$ cat src/rtl/conflict_row_prefetcher.sv
module conflict_row_prefetcher #(
  parameter int BANKS    = 16,
  parameter int ROW_W    = 16,
  parameter int CT_DEPTH = 32,
  parameter int THRESH   = 4,
  localparam int BANK_W  = $clog2(BANKS),
  localparam int TAG_W   = BANK_W + ROW_W,
  localparam int AGE_W   = $clog2(CT_DEPTH),
  localparam int CNT_W   = $clog2(THRESH + 2)
) (
  input  logic              clk,
  input  logic              rst_n,
  input  logic              acc_valid,
  input  logic [BANK_W-1:0] acc_bank,
  input  logic [ROW_W-1:0]  acc_row,
  input  logic              acc_hit,
  input  logic              acc_pfb,
  output logic              pf_valid,
  output logic              pre_valid,
  output logic              keep_open,
  output logic [BANK_W-1:0] cmd_bank,
  output logic [ROW_W-1:0]  cmd_row
);

  logic [BANKS-1:0]    rut_v;
  logic [ROW_W-1:0]    rut_row [BANKS];
  logic [CNT_W-1:0]    rut_cnt [BANKS];
  logic [CT_DEPTH-1:0] ct_v;
  logic [TAG_W-1:0]    ct_tag [CT_DEPTH];
  logic [AGE_W-1:0]    ct_age [CT_DEPTH];

  logic live, miss, old_v, hit_fire, conf_fire, ins;
  logic match, free;
  logic [AGE_W-1:0] match_idx, free_idx, lru_idx, ins_idx, ref_age, max_age;
  logic [TAG_W-1:0] new_tag, old_tag;

  assign live     = acc_valid && !acc_pfb;
  assign miss     = live && !acc_hit;
  assign old_v    = rut_v[acc_bank];
  assign new_tag  = {acc_bank, acc_row};
  assign old_tag  = {acc_bank, rut_row[acc_bank]};
  assign hit_fire = live && acc_hit && old_v && (rut_cnt[acc_bank] == CNT_W'(THRESH));

  always_comb begin
    match = 1'b0; match_idx = '0;
    free = 1'b0; free_idx = '0;
    lru_idx = '0; max_age = '0;
    for (int i = 0; i < CT_DEPTH; i++) begin
      if (ct_v[i] && ct_tag[i] == new_tag && !match) begin
        match = 1'b1; match_idx = AGE_W'(i);
      end
      if (!ct_v[i] && !free) begin
        free = 1'b1; free_idx = AGE_W'(i);
      end
      if (ct_v[i] && ct_age[i] >= max_age) begin
        max_age = ct_age[i]; lru_idx = AGE_W'(i);
      end
    end
  end

  assign conf_fire = miss && match;
  assign ins       = miss && old_v;
  assign ins_idx   = match ? match_idx : (free ? free_idx : lru_idx);
  assign ref_age   = ct_age[ins_idx];

  always_ff @(posedge clk) begin
    if (!rst_n) begin
      ct_v <= '0;
      for (int i = 0; i < CT_DEPTH; i++) begin
        ct_tag[i] <= '0;
        ct_age[i] <= '0;
      end
    end else if (ins) begin
      for (int i = 0; i < CT_DEPTH; i++) begin
        if (AGE_W'(i) == ins_idx) begin
          ct_v[i]   <= 1'b1;
          ct_tag[i] <= old_tag;
          ct_age[i] <= '0;
        end else if (ct_v[i] && (!ct_v[ins_idx] || ct_age[i] < ref_age)) begin
          ct_age[i] <= ct_age[i] + 1'b1;
        end
      end
    end else if (conf_fire) begin
      for (int i = 0; i < CT_DEPTH; i++) begin
        if (AGE_W'(i) == match_idx) ct_v[i] <= 1'b0;
        else if (ct_v[i] && ct_age[i] > ref_age) ct_age[i] <= ct_age[i] - 1'b1;
      end
    end
  end

  always_ff @(posedge clk) begin
    if (!rst_n) begin
      rut_v <= '0;
      for (int b = 0; b < BANKS; b++) begin
        rut_row[b] <= '0;
        rut_cnt[b] <= '0;
      end
    end else if (hit_fire) begin
      rut_v[acc_bank] <= 1'b0;
    end else if (live && acc_hit && old_v) begin
      rut_cnt[acc_bank] <= rut_cnt[acc_bank] + 1'b1;
    end else if (miss) begin
      rut_v[acc_bank]   <= !match;
      rut_row[acc_bank] <= acc_row;
      rut_cnt[acc_bank] <= CNT_W'(1);
    end
  end

  always_ff @(posedge clk) begin
    if (!rst_n) begin
      pf_valid  <= 1'b0;
      pre_valid <= 1'b0;
      keep_open <= 1'b0;
      cmd_bank  <= '0;
      cmd_row   <= '0;
    end else begin
      pf_valid  <= hit_fire || conf_fire;
      pre_valid <= hit_fire || conf_fire;
      keep_open <= miss && !match;
      cmd_bank  <= acc_bank;
      cmd_row   <= hit_fire ? rut_row[acc_bank] : acc_row;
    end
  end

  p_resp_needs_access_r10: assert property (@(posedge clk) disable iff (!rst_n)
    (pf_valid || keep_open) |-> $past(acc_valid && !acc_pfb));

  p_pfb_quiet_r9: assert property (@(posedge clk) disable iff (!rst_n)
    $past(acc_pfb) |-> (!pf_valid && !pre_valid && !keep_open));

  p_keep_only_on_miss_r2: assert property (@(posedge clk) disable iff (!rst_n)
    keep_open |-> ($past(!acc_hit) && !pf_valid));

  p_ct_not_overfilled_r8: assert property (@(posedge clk) disable iff (!rst_n)
    $past(ct_v == '1) |-> ($countones(ct_v) >= CT_DEPTH - 1));

  generate
    for (genvar g = 0; g < BANKS; g++) begin : g_cnt_chk
      p_cnt_bound_r3: assert property (@(posedge clk) disable iff (!rst_n)
        rut_v[g] |-> (rut_cnt[g] >= CNT_W'(1) && rut_cnt[g] <= CNT_W'(THRESH)));
    end
    for (genvar k = 0; k < CT_DEPTH; k++) begin : g_age_chk
      p_age_dense_r8: assert property (@(posedge clk) disable iff (!rst_n)
        ct_v[k] |-> (int'(ct_age[k]) < $countones(ct_v)));
    end
  endgenerate

endmodule

$ cat config.mk
export PLATFORM = sky130hd
export DESIGN_NAME = conflict_row_prefetcher
export DESIGN_NICKNAME = d
export VERILOG_FILES = /design/src/rtl/conflict_row_prefetcher.sv
export SDC_FILE = /design/constraint.sdc
export NUM_CORES = 2
export LEC_CHECK = 0
export ABC_AREA = 0
export BUFFER_PORTS_ARGS = -buffer_cell sky130_fd_sc_hd__buf_2
export CORE_ASPECT_RATIO = 1.5
export CORE_MARGIN = 2
export CORE_UTILIZATION = 40
export DETAILED_ROUTE_END_ITERATION = 6
export SLEW_MARGIN = 20
export SYNTH_ARGS = -nofsm -noshare
export SYNTH_HDL_FRONTEND = slang
export SYNTH_SLANG_ARGS = --single-unit
$ cat constraint.sdc
create_clock -name clk -period 169 [get_ports clk]
set_input_delay 33.8 -clock clk [delete_from_list [all_inputs] [get_ports clk]]
set_output_delay 33.8 -clock clk [all_outputs]
set_load 0.005 [all_outputs]
==> metrics.log <==
[metrics] Final Hold Vio Count: 0
[metrics] pre-CTS WS: 106.45 ns
[metrics] slew at the pin closest to its max-slew limit: 1.17 ns
[metrics] biggest area contributors in the synthesized netlist: edfxtp_1 (45%), ha_1 (5.4%), xnor2_1 (4.5%)
[metrics] count of cells resized by post-cts repair: 0
[metrics] Cell Rows: 193
[metrics] average detailed-routed wire length per instance: 27.1 um
[metrics] flip-flop and latch count after synthesis: 1,174
[metrics] number of setup buffers added after CTS: 0
[metrics] number of input and output port buffers inserted: 47
[metrics] max-cap violations: 0
[metrics] sum of negative setup slack: 0 ns
[metrics] fill cell total of the finished layout: 17,421
[metrics] final count of negative-setup-slack endpoints: 0
[metrics] worst endpoint required time: 169.54 ns
[metrics] die area: 188,000 sq um
[metrics] final worst setup slack: 105.43 ns
[metrics] TritonRoute pass-1 iters: 6
[metrics] Clock Tree Buf Depth: 3
[metrics] Worst Reg-to-Reg Cells: 277
[metrics] Finished Cell Area: 80,700 sq um
[metrics] maximum number of pins on one net before global-route repair: 74
[metrics] Final min period: 63.57 ns
[metrics] share of the yosys chip area belonging to registers: 0.468
[metrics] peak fanout along the critical path: 73
[metrics] aggregate global routing overflow: 0
[metrics] count of vias placed by the detailed router: 58,204
[metrics] hold buffers post-CTS: 0
[metrics] signed area change from the synthesized netlist to the final layout: 9.20%
[metrics] DRC violations left: 0
[metrics] post-route antenna net violation count: 0
[metrics] mean cell area of the mapped netlist: 10.4 sq um
[metrics] Worst Min Path Start: rut_v[13]
[metrics] number of warnings reported in the yosys synthesis log: 0
[metrics] sum of net half-perimeters after detailed placement: 179 mm
[metrics] number of sinks on the clock net: 1,174
[metrics] Hold Path Cell Cnt: 3
[metrics] WHS Endpoint: rut_v[13]
[metrics] # IOs: 48
[metrics] leading cell types in the layout, fill and taps excluded: edfxtp_1 (1,104), nor2_1 (734), nand2_1 (565), xnor2_1 (382), ha_1 (321)
[metrics] r2r startpoint: ct_v[0]
[metrics] vias in the first global route: 57,865
[metrics] synthesized net count: 7,481
[metrics] Clock Root Buffer: clkbuf_16
[metrics] outcome: finished, final reports clean
[metrics] layout cell share with drive strength beyond 1: 0.104
[metrics] global-route wire length before repair: 379 mm
[metrics] Leakage Power: 28.7 nW
[metrics] highest attainable clock frequency: 15.7 MHz
[metrics] count of placed standard cells in the final layout, fillers left out: 9,574
[metrics] delay contributed by the slowest stage of the critical path: 0.82 ns
[metrics] Synth async-reset ratio: 0
[metrics] Synth cell types: 141
[metrics] capture point of the worst reg-to-reg path: ct_age[12][3]
[metrics] Slew Limit Fails: 0
[metrics] headroom to the max-slew limit: 0.205
[metrics] Clk Latency, worst-skew pair: 0.81 ns
[metrics] number of buffers created by CTS: 114
[metrics] number of instances in the placed design: 9,358
[metrics] initial standard-cell utilization of the core: 0.401
[metrics] number of antenna violations at the first check in global routing: 6
[metrics] drt initial violations: 5,223
[metrics] placeable core region: 184,000 sq um
[metrics] netlist area before placement: 73,900 sq um
[metrics] TritonCTS clock tree: done
[metrics] ys flop type: edfxtp_1
[metrics] unrepaired setup endpoints after global routing: false
[metrics] number of cells produced by synthesis: 7,135
[metrics] post-detailed-route via-to-cell ratio: 6.08
[metrics] global placer's final weighted congestion: 0.939
[metrics] master of the slowest instance on the critical path: o21ai_0
[metrics] startpoint types: register
[metrics] H-tree depth: 3
[metrics] Worst Clk Skew: 0.0910 ns
[metrics] kind of capture point of the worst setup path: register
[metrics] number of flops mapped to enable cells by yosys: 1,104
[metrics] Horiz. Die Dim: 355 um
[metrics] arrival time reported for the critical path endpoint: 64.11 ns
[metrics] power density relative to cell area: 8.74 nW/um^2
[metrics] library cell occupying the most area in the post-synthesis netlist: edfxtp_1
[metrics] GR Util All Layers: 0.270
[metrics] period utilization: 0.376
[metrics] Total Routed Length: 260 mm
[metrics] Pwr Total: 705 uW
[metrics] height of the die: 530 um
[metrics] r2r setup slk: 105.43 ns
[metrics] placed cell area: 76,700 sq um
[metrics] area share of the leading cell type in the synthesized netlist: 0.449
[metrics] Worst-path clk slew: 0.07 ns
[metrics] IR Drop Worst-Case VDD: 0.0116 mV
[metrics] Final nets: 7,383
[metrics] worst min-delay path class: register to register
[metrics] classification of the worst setup path: register to register
[metrics] most frequent standard cell in the layout excluding fill and tap cells: edfxtp_1
-- synthesized netlist by cell type, types with 91 or more instances --
master and n:
o21ai_0 267, inv_1 275, and2_1 315, o21a_1 91
xnor2_1 382, clkbuf_1 302, nor4_1 97, edfxtp_1 1104
nand2b_1 107, nor2_1 747, nand4_1 216, mux4_2 100
ha_1 321, a21oi_1 238, nor3_1 111, xor2_1 317
nand2_1 567, nand3_1 209
-- kinds of logic after synthesis --
family                     Yosys count  synth area share
and+or+nand+nor                   2808             0.195
AOI/OAI and AO/OA                 1214             0.113
DFF                               1174             0.468
xor gates and xnor gates           699            0.0829
buffers and inverters              686            0.0377
adders and majority gates          329            0.0555
muxes                              225            0.0484
-- registers in the layout, indices dropped and copies added, names as in the netlist --
register   cells
cmd_row       16
ct_tag       640
ct_v          32
ct_age       160
rut_cnt       48
rut_row      256
rut_v         16
pre_valid      1
cmd_bank       4
keep_open      1
-- worst max-delay path by stage --
stage | to | cells after the start | from
floorplan | ct_age[12][3] | 282 | ct_v[0]
global placement | ct_age[9][3] | 276 | ct_v[0]
detailed placement | ct_age[9][3] | 277 | ct_v[0]
CTS | ct_age[9][3] | 278 | ct_v[0]
global route | ct_age[9][3] | 278 | ct_v[0]
finish | ct_age[12][3] | 277 | ct_v[0]
-- per-stage QoR --
| stage | util | hold WS (ns) |
|---|---|---|
| after floorplan | - | 0.508 |
| after global placement | 0.417 | 0.534 |
| after detailed placement | 0.417 | 0.548 |
| after CTS | 0.438 | 0.560 |
| after global routing | 0.438 | 0.582 |
| final | 0.438 | 0.561 |
-- critical path, delay by kind of cell (launching register included) --
family / cells / cell delay [ns]
mux: 16 / 5.11
fa+ha+maj: 35 / 10.15
buf+inv: 12 / 1.98
compound gates: 130 / 29.14
simple gates: 84 / 16.13
flops: 1 / 0.69
-- layout make-up --
cell class                 count  area, sq um  area share
multi-input combinational   5275        36700       0.455
tap                         2437         3050      0.0378
sequential                  1174        34600       0.428
antenna                        1         2.50   0.0000310
clock buffer                 132         2950      0.0366
inverter                     280         1050      0.0131
timing repair buffer         192         1390      0.0172
clock inverter                83          971      0.0120
-- layer usage --
layer  wire length (um)  GRT usage  vias to the layer above
li1                   -          -                    25883
met4              21300      0.190                        2
met3              16400     0.0339                      913
met5                 14          0                        -
met2             127000      0.470                     2548
met1              94900      0.308                    28858
-- where the power goes --
part           switching, mW  leakage [nW]  internal (mW)  total (mW)
logic                 0.0575          15.4         0.0288      0.0863
registers             0.0113          11.4          0.335       0.346
clock network          0.123          1.88          0.149       0.272
Power figures use the tool's default switching activity.
